**config.mk**
```make
export PLATFORM = sky130hd
export DESIGN_NAME = segmin_reduce
export DESIGN_NICKNAME = d
export VERILOG_FILES = /design/src/rtl/segmin_pkg.sv /design/src/rtl/segmin_fmin.sv /design/src/rtl/segmin_width_unit.sv /design/src/rtl/segmin_reduce.sv
export SDC_FILE = /design/constraint.sdc
export NUM_CORES = 2
export LEC_CHECK = 0
export ABC_CLOCK_PERIOD_IN_PS = 1000
export BUFFER_PORTS_ARGS = -buffer_cell sky130_fd_sc_hd__clkbuf_2
export CAP_MARGIN = 20
export CORE_MARGIN = 5
export CORE_UTILIZATION = 62
export CTS_BUF_LIST = sky130_fd_sc_hd__clkbuf_8
export DETAILED_ROUTE_END_ITERATION = 10
export PLACE_DENSITY = 0.82
export SLEW_MARGIN = 20
export SYNTH_ARGS = -nofsm -noshare
export SYNTH_HDL_FRONTEND = slang
export SYNTH_HIERARCHICAL = 1
export SYNTH_SLANG_ARGS = --single-unit
```
**constraint.sdc**
```tcl
create_clock -name clk_i -period 1 [get_ports clk_i]
set_clock_uncertainty 0.05 [all_clocks]
set_input_delay 0.1 -clock clk_i [delete_from_list [all_inputs] [get_ports clk_i]]
set_output_delay 0.1 -clock clk_i [all_outputs]
set_load 0.05 [all_outputs]
```
**src/rtl/segmin_pkg.sv**
```systemverilog
package segmin_pkg;

  typedef enum logic [1:0] {
    SZ_RSVD   = 2'b00,
    SZ_HALF   = 2'b01,
    SZ_SINGLE = 2'b10,
    SZ_DOUBLE = 2'b11
  } size_e;

  localparam int unsigned NUM_WIDTHS = 3;
  localparam int unsigned RES_W      = 128;

  function automatic int unsigned exp_bits(input int unsigned ew);
    if (ew == 16) return 5;
    if (ew == 32) return 8;
    return 11;
  endfunction

  function automatic int unsigned pow2_ceil(input int unsigned n);
    int unsigned p;
    p = 1;
    for (int i = 0; i < 32; i++) begin
      if (p < n) p = p * 2;
    end
    return p;
  endfunction

endpackage

```
**src/rtl/segmin_fmin.sv**
```systemverilog
module segmin_fmin
  import segmin_pkg::*;
#(
  parameter int unsigned EW = 32
) (
  input  logic [EW-1:0] a_i,
  input  logic [EW-1:0] b_i,
  output logic [EW-1:0] y_o
);
  localparam int unsigned XW = exp_bits(EW);
  localparam int unsigned MW = EW - 1 - XW;
  localparam logic [EW-1:0] QNAN = {1'b0, {XW{1'b1}}, 1'b1, {(MW-1){1'b0}}};

  logic a_nan, b_nan, a_lt;
  logic [EW-2:0] a_mag, b_mag;

  assign a_mag = a_i[EW-2:0];
  assign b_mag = b_i[EW-2:0];
  assign a_nan = (&a_i[EW-2:MW]) & (|a_i[MW-1:0]);
  assign b_nan = (&b_i[EW-2:MW]) & (|b_i[MW-1:0]);

  // sign-magnitude order; -0 < +0 falls out of the sign test
  always_comb begin
    if (a_i[EW-1] != b_i[EW-1]) a_lt = a_i[EW-1];
    else if (a_i[EW-1])         a_lt = a_mag > b_mag;
    else                        a_lt = a_mag < b_mag;
  end

  assign y_o = (a_nan | b_nan) ? QNAN : (a_lt ? a_i : b_i);

endmodule

```
**src/rtl/segmin_width_unit.sv**
```systemverilog
module segmin_width_unit
  import segmin_pkg::*;
#(
  parameter int unsigned VEC_W = 384,
  parameter int unsigned EW    = 32
) (
  input  logic [VEC_W-1:0]   vec_i,
  input  logic [VEC_W/8-1:0] pred_i,
  output logic [RES_W-1:0]   res_o,
  output logic               snan_o
);
  localparam int unsigned NPOS  = RES_W / EW;
  localparam int unsigned SEG   = VEC_W / RES_W;
  localparam int unsigned SLOTS = pow2_ceil(SEG);
  localparam int unsigned BPE   = EW / 8;
  localparam int unsigned XW    = exp_bits(EW);
  localparam int unsigned MW    = EW - 1 - XW;
  localparam logic [EW-1:0] P_INF = {1'b0, {XW{1'b1}}, {MW{1'b0}}};

  logic [NPOS-1:0] snan_pos;
  logic            pred_unused;

  // only the lowest-byte bit of each element governs it
  assign pred_unused = ^pred_i;

  for (genvar e = 0; e < NPOS; e++) begin : g_pos
    logic [EW-1:0]  node [1:2*SLOTS-1];
    logic [SEG-1:0] sn;

    for (genvar s = 0; s < SLOTS; s++) begin : g_leaf
      if (s < SEG) begin : g_real
        logic [EW-1:0] lane;
        logic          act;
        assign lane = vec_i[(s*NPOS+e)*EW +: EW];
        assign act  = pred_i[(s*NPOS+e)*BPE];
        assign node[SLOTS+s] = act ? lane : P_INF;
        assign sn[s] = act & (&lane[EW-2:MW]) & (|lane[MW-1:0]) & ~lane[MW-1];
      end else begin : g_pad
        assign node[SLOTS+s] = P_INF;
      end
    end

    // heap layout: node i combines lower half 2i with upper half 2i+1
    for (genvar i = 1; i < SLOTS; i++) begin : g_node
      segmin_fmin #(.EW(EW)) u_min (
        .a_i(node[2*i]),
        .b_i(node[2*i+1]),
        .y_o(node[i])
      );
    end

    assign res_o[e*EW +: EW] = node[1];
    assign snan_pos[e]       = |sn;
  end

  assign snan_o = |snan_pos;

endmodule

```
**src/rtl/segmin_reduce.sv**
```systemverilog
module segmin_reduce
  import segmin_pkg::*;
#(
  parameter int unsigned VEC_W = 384
) (
  input  logic               clk_i,
  input  logic               rst_ni,
  input  logic               valid_i,
  input  logic [1:0]         size_i,
  input  logic [VEC_W-1:0]   vec_i,
  input  logic [VEC_W/8-1:0] pred_i,
  output logic               done_o,
  output logic [RES_W-1:0]   result_o,
  output logic               illegal_o,
  output logic               invalid_o
);
  logic [RES_W-1:0]      res_w [NUM_WIDTHS];
  logic [NUM_WIDTHS-1:0] snan_w;
  logic [RES_W-1:0]      nxt_res;
  logic                  nxt_inv, nxt_ill;

  for (genvar g = 0; g < NUM_WIDTHS; g++) begin : g_width
    segmin_width_unit #(.VEC_W(VEC_W), .EW(16 << g)) u_unit (
      .vec_i (vec_i),
      .pred_i(pred_i),
      .res_o (res_w[g]),
      .snan_o(snan_w[g])
    );
  end

  always_comb begin
    nxt_res = '0;
    nxt_inv = 1'b0;
    nxt_ill = 1'b0;
    case (size_i)
      SZ_HALF:   begin nxt_res = res_w[0]; nxt_inv = snan_w[0]; end
      SZ_SINGLE: begin nxt_res = res_w[1]; nxt_inv = snan_w[1]; end
      SZ_DOUBLE: begin nxt_res = res_w[2]; nxt_inv = snan_w[2]; end
      default:   nxt_ill = 1'b1;
    endcase
  end

  always_ff @(posedge clk_i or negedge rst_ni) begin
    if (!rst_ni) begin
      done_o    <= 1'b0;
      result_o  <= '0;
      illegal_o <= 1'b0;
      invalid_o <= 1'b0;
    end else begin
      done_o <= valid_i;
      if (valid_i) begin
        result_o  <= nxt_res;
        illegal_o <= nxt_ill;
        invalid_o <= nxt_inv;
      end
    end
  end

endmodule

```
==> flow_metrics.tcl, run 1 <==
set metrics [dict create \
    synth_compound_area_frac 0.281 \
    seq_area_frac_synth 0.0443 \
    synth_seq_cells 131 \
    grt_pass1_vias 158113 \
    htreeDepth 4 \
    synth-simple-area-share 0.349 \
    postSynth.asyncResetShare 1.00 \
    synth_cell_type_count 84 \
    clockBufferDepth 2 \
    rows 126 \
    initial_core_util 0.626 \
    outcome "stopped before the end" \
    cts-root-buf "clkbuf_8" \
    ys_warn_count 6 \
    cts-buffers-inserted 17 \
    syn_area_um2 74100 \
    clock_sinks 131 \
    synth_top_family_by_area "simple AND/OR/NAND/NOR gates" \
    dieHeight_um 356 \
    ys.flop_type "dfrtp_1" \
    grt_overflow_total 13602 \
    dpl.hpwl_mm 373 \
    error "[ERROR GRT-0116] Global routing finished with congestion. Check the congestion regions in the DRC Viewer." \
    synthMuxAreaShare 0.0190 \
    syn_inst 10260 \
    synth_fa_ha_area_frac 0.195 \
    grt_pass1_wl_mm 1070 \
    post-place-ws_ns -5.93 \
    dpl_cell_area_um2 106000 \
    portBuffers 543 \
    synth_xor_area_frac 0 \
    fp.dieW_um 356 \
    grt_usage 1.09 \
    stop_stage "5_1_grt" \
    synth_edf_count 0 \
    pin_count 568 \
    avgSynthCellArea_um2 7.22 \
    gp_congestion 1.31 \
    grt_max_degree 52 \
]
[synthesized netlist by cell type, types with 59 or more instances]
master    instances  area, um^2
inv_1          1352        5070
a21boi_1         72         541
o21ai_2         156        1370
nand2_1         360        1350
o21ai_1         266        1330
nand3_1         512        2560
and2_1          873        5460
ha_1           1152       14400
buf_2           113         566
mux2i_1         138        1380
a211o_1          99         867
a21o_1           59         443
nor2_1          262         983
nand2b_1        310        1940
nor4_1          573        3580
a31oi_1          60         375
and3_1          153         957
a21oi_1         620        3100
nand4b_1        161        1410
nor3_1          139         696
o21ai_0         222        1110
a311o_1          83         831
o221ai_1        135        1180
nand3b_1        187        1400
a22o_1          548        4800
buf_6           145        1630
dfrtp_1         131        3280
a21oi_2          96         841
clkbuf_1        168         631
nand4_1         418        2620
[per-stage QoR]
stage	setup TNS, ns	cells	utilization
floorplan	-570.14	11360	-
global placement	-665.48	16276	0.892
CTS	-685.15	16379	0.916
detailed placement	-723.28	16276	0.892
[repair_timing]
action / in CTS
resized for setup: 290
pin swaps: 102
cloned: 17
hold buffers: 4
buffers inserted: 51
endpoints found under the hold margin: 137
setup endpoints to repair: 260
[per-layer routing]
layer / track usage / overflow
met5: 0.903 / 90
met3: 0.959 / 1015
met4: 1.17 / 2571
met1: 0.961 / 1142
met2: 1.33 / 8784
[kinds of logic after synthesis]
logic type / Yosys count
AND/OR/NAND/NOR: 4240
buffers and inverters: 1823
other: 6
adder cells (fa/ha/maj): 1152
AO/OA/AOI/OAI: 2768
multiplexers: 140
flip-flops: 131
==> run 2, diff against run 1 <==
Settings changed: CORE_UTILIZATION 62 to 40, CTS_BUF_LIST sky130_fd_sc_hd__clkbuf_8 to default, PLACE_DENSITY 0.82 to default, PLACE_DENSITY_LB_ADDON from default to 0.15.
==> run 2 against run 1 <==
Synthesized cell count stayed put. Synthesized area did not move. The flow now finishes, with violations (negative setup slack).
==> flow_metrics.tcl, run 2 <==
set metrics [dict create \
    outcome "finished with violations" \
    violations "negative setup slack" \
    synth_fa_ha_area_frac 0.195 \
    criticalPathCategory "primary input to flop" \
    routedWlPerCell_um 25.1 \
    clk_pin_slew_ns 0.07 \
    p_leak_nw 57.9 \
    fin_nets 16604 \
    arrival_ns 6.29 \
    grt_usage 0.429 \
    cp-end-kind "flop" \
    finalPower_mw 123 \
    synth-simple-area-share 0.349 \
    largest_reg_flops 128 \
    pin_count 568 \
    fmax_mhz 169 \
    grt_max_degree 52 \
    multi_input_area_um2 69600 \
    portBuffers 543 \
    drive_gt1_frac 0.343 \
    syn_inst 10260 \
    cp_num_buf_inv 10 \
    worstReg2RegStart "result_o[50]" \
    grt_pass1_wl_mm 627 \
    synthTopCellsByArea "ha_1 19%, and2_1 7.4%, inv_1 6.9%" \
    seq_area_frac_synth 0.0443 \
    final_cell_mix "3339 x buf_4, 1340 x inv_1, 1106 x conb_1, 1091 x ha_1, 776 x and2_1" \
    dr.pass1.iters 9 \
    worstPathRequired_ns 1.37 \
    synth_compound_area_frac 0.281 \
    setup.worst_path.start "pred_i[24]" \
    regMostFlops "result_o" \
    finalWorstSetupSlack_ns -4.92 \
    cts-buffers-inserted 17 \
    grt_overflow_total 0 \
    finalHoldViolCount 0 \
    cts_tree "done" \
    routed_wl_mm 441 \
    synth_top_family_by_area "simple AND/OR/NAND/NOR gates" \
    holdWs_ns 0.0216 \
    avgSynthCellArea_um2 7.22 \
    synth_cell_type_count 84 \
    path_delay_family "compound AO/OA/AOI/OAI gates" \
    finalCriticalPeriod_ns 5.92 \
    synthMuxAreaShare 0.0190 \
    postSynth.asyncResetShare 1.00 \
    slew_headroom 0.310 \
    r2r_setup_slack_ns -0.15 \
    setup_viol 262 \
    syn_area_um2 74100 \
    final_core_util 0.624 \
    seq_area_um2 3350 \
    ys.flop_type "dfrtp_1" \
    ff2ff_path_depth 4 \
    power_density_nw_per_um2 1070 \
    syn2layout_area_growth_pct 55.7 \
    r2r-end "result_o[50]" \
    fp.dieW_um 440 \
    crit_path_end "result_o[91]" \
    initial_core_util 0.401 \
    clockBufferDepth 2 \
    cpPeakStageDelay_ns 0.57 \
    drcViolationCount 0 \
    synth_edf_count 0 \
    fp.dieArea_um2 194000 \
    max-cap-violations 0 \
    worstPathMaxFanout 7 \
    dr.first_iter.drc_count 11076 \
    dpl.hpwl_mm 376 \
    synth_top_cell_by_area "ha_1" \
    post-place-ws_ns -5.86 \
    synth_top_area_share 0.195 \
    slew_viol_final 0 \
    post-place-cells 17333 \
    hold_path.class "primary input to async pin" \
    yosys-top-cells-count "1352 x inv_1, 1152 x ha_1, 873 x and2_1, 620 x a21oi_1, 573 x nor4_1" \
    grt_setup_unrepaired "yes" \
    core-area_um2 185000 \
    peakVddDrop_mv 1.27 \
    num_vias 103048 \
    cts-root-buf "clkbuf_16" \
    rows 158 \
    worstMarginPinSlew_ns 1.03 \
    htreeDepth 4 \
    yosysMostFrequentCell "inv_1" \
    vias_per_cell 5.86 \
    synth_xor_area_frac 0 \
    ys_warn_count 6 \
    clock_sinks 131 \
    post-route-period-util 5.92 \
    insertion_delay_ns 0.55 \
    final_cells 17571 \
    gp_congestion 1.14 \
    grt_pass1_vias 98437 \
    crit_path_start_kind "primary input" \
    antenna_found_initial 63 \
    synth_seq_cells 131 \
    crit_cells 31 \
    cpMaxStageDelayCell "or4_4" \
    dieHeight_um 440 \
    final_common_cell "buf_4" \
    fillerInstances 16922 \
    ant_nets 0 \
]
[run 2: worst reg2reg max path, cell delays in order (launching register included)]
cell and delay [ns]:
dfrtp_1 0.45, buf_4 0.17, buf_4 0.13, inv_1 0.07, o221ai_1 0.14
[run 2: worst min path at each step]
stage / from / endpoint / slack [ns] / depth (start not counted)
after global placement: rst_ni / result_o[98] / -0.01 / 1
after floorplan: rst_ni / done_o / -0.25 / 0
after detailed placement: rst_ni / result_o[98] / -0.02 / 1
after CTS: rst_ni / result_o[98] / -0.08 / 2
after global routing: rst_ni / result_o[125] / 0.02 / 2
final: rst_ni / result_o[125] / 0.02 / 2
[run 2: metrics by stage]
| stage | instance area, um^2 | setup TNS [ns] |
|---|---|---|
| after floorplan | 78800 | -570.14 |
| after global placement | 108000 | -711.08 |
| after detailed placement | 108000 | -722.46 |
| after CTS | 113000 | -643.47 |
| after global routing | 115000 | -673.15 |
| final | 115000 | -658.06 |
[run 2: layout make-up]
type | instances | area share
multi-input combinational | 9410 | 0.604
timing repair buffer | 4103 | 0.290
inverter | 1352 | 0.0440
sequential | 131 | 0.0290
tap | 2480 | 0.0269
clock buffer | 17 | 0.00369
clock inverter | 15 | 0.00161
antenna | 63 | 0.00137
[run 2: power breakdown]
group	leakage (nW)	switching, mW	internal [mW]
clock network	0.282	3.35	3.92
registers	1.62	2.52	6.80
logic	56.0	58.8	48.1
total	57.9	64.7	58.8
[run 2: logic make-up after synthesis]
family                   Yosys count
AO/OA/AOI/OAI                   2768
adder cells (fa/ha/maj)         1152
buffers and inverters           1823
flip-flops                       131
multiplexers                     140
other                              6
AND/OR/NAND/NOR                 4240
[run 2: repair_timing]
action	CTS	global route
hold buffers	4	1
setup buffers	63	52
cloned	30	6
endpoints found under the setup margin	260	260
resized for setup	622	374
endpoints found under the hold margin	136	2
pin swaps	141	123
[run 2: per-layer routing]
metal  vias to the layer above  share of wire  GRT usage
met4                         8          0.079      0.278
met3                      1329           0.11      0.117
met5                         -        0.00043          0
met1                     48883           0.40      0.537
li1                      47154              -          -
met2                      5674           0.42      0.646
Note: power is estimated with default switching activity, not from simulation.
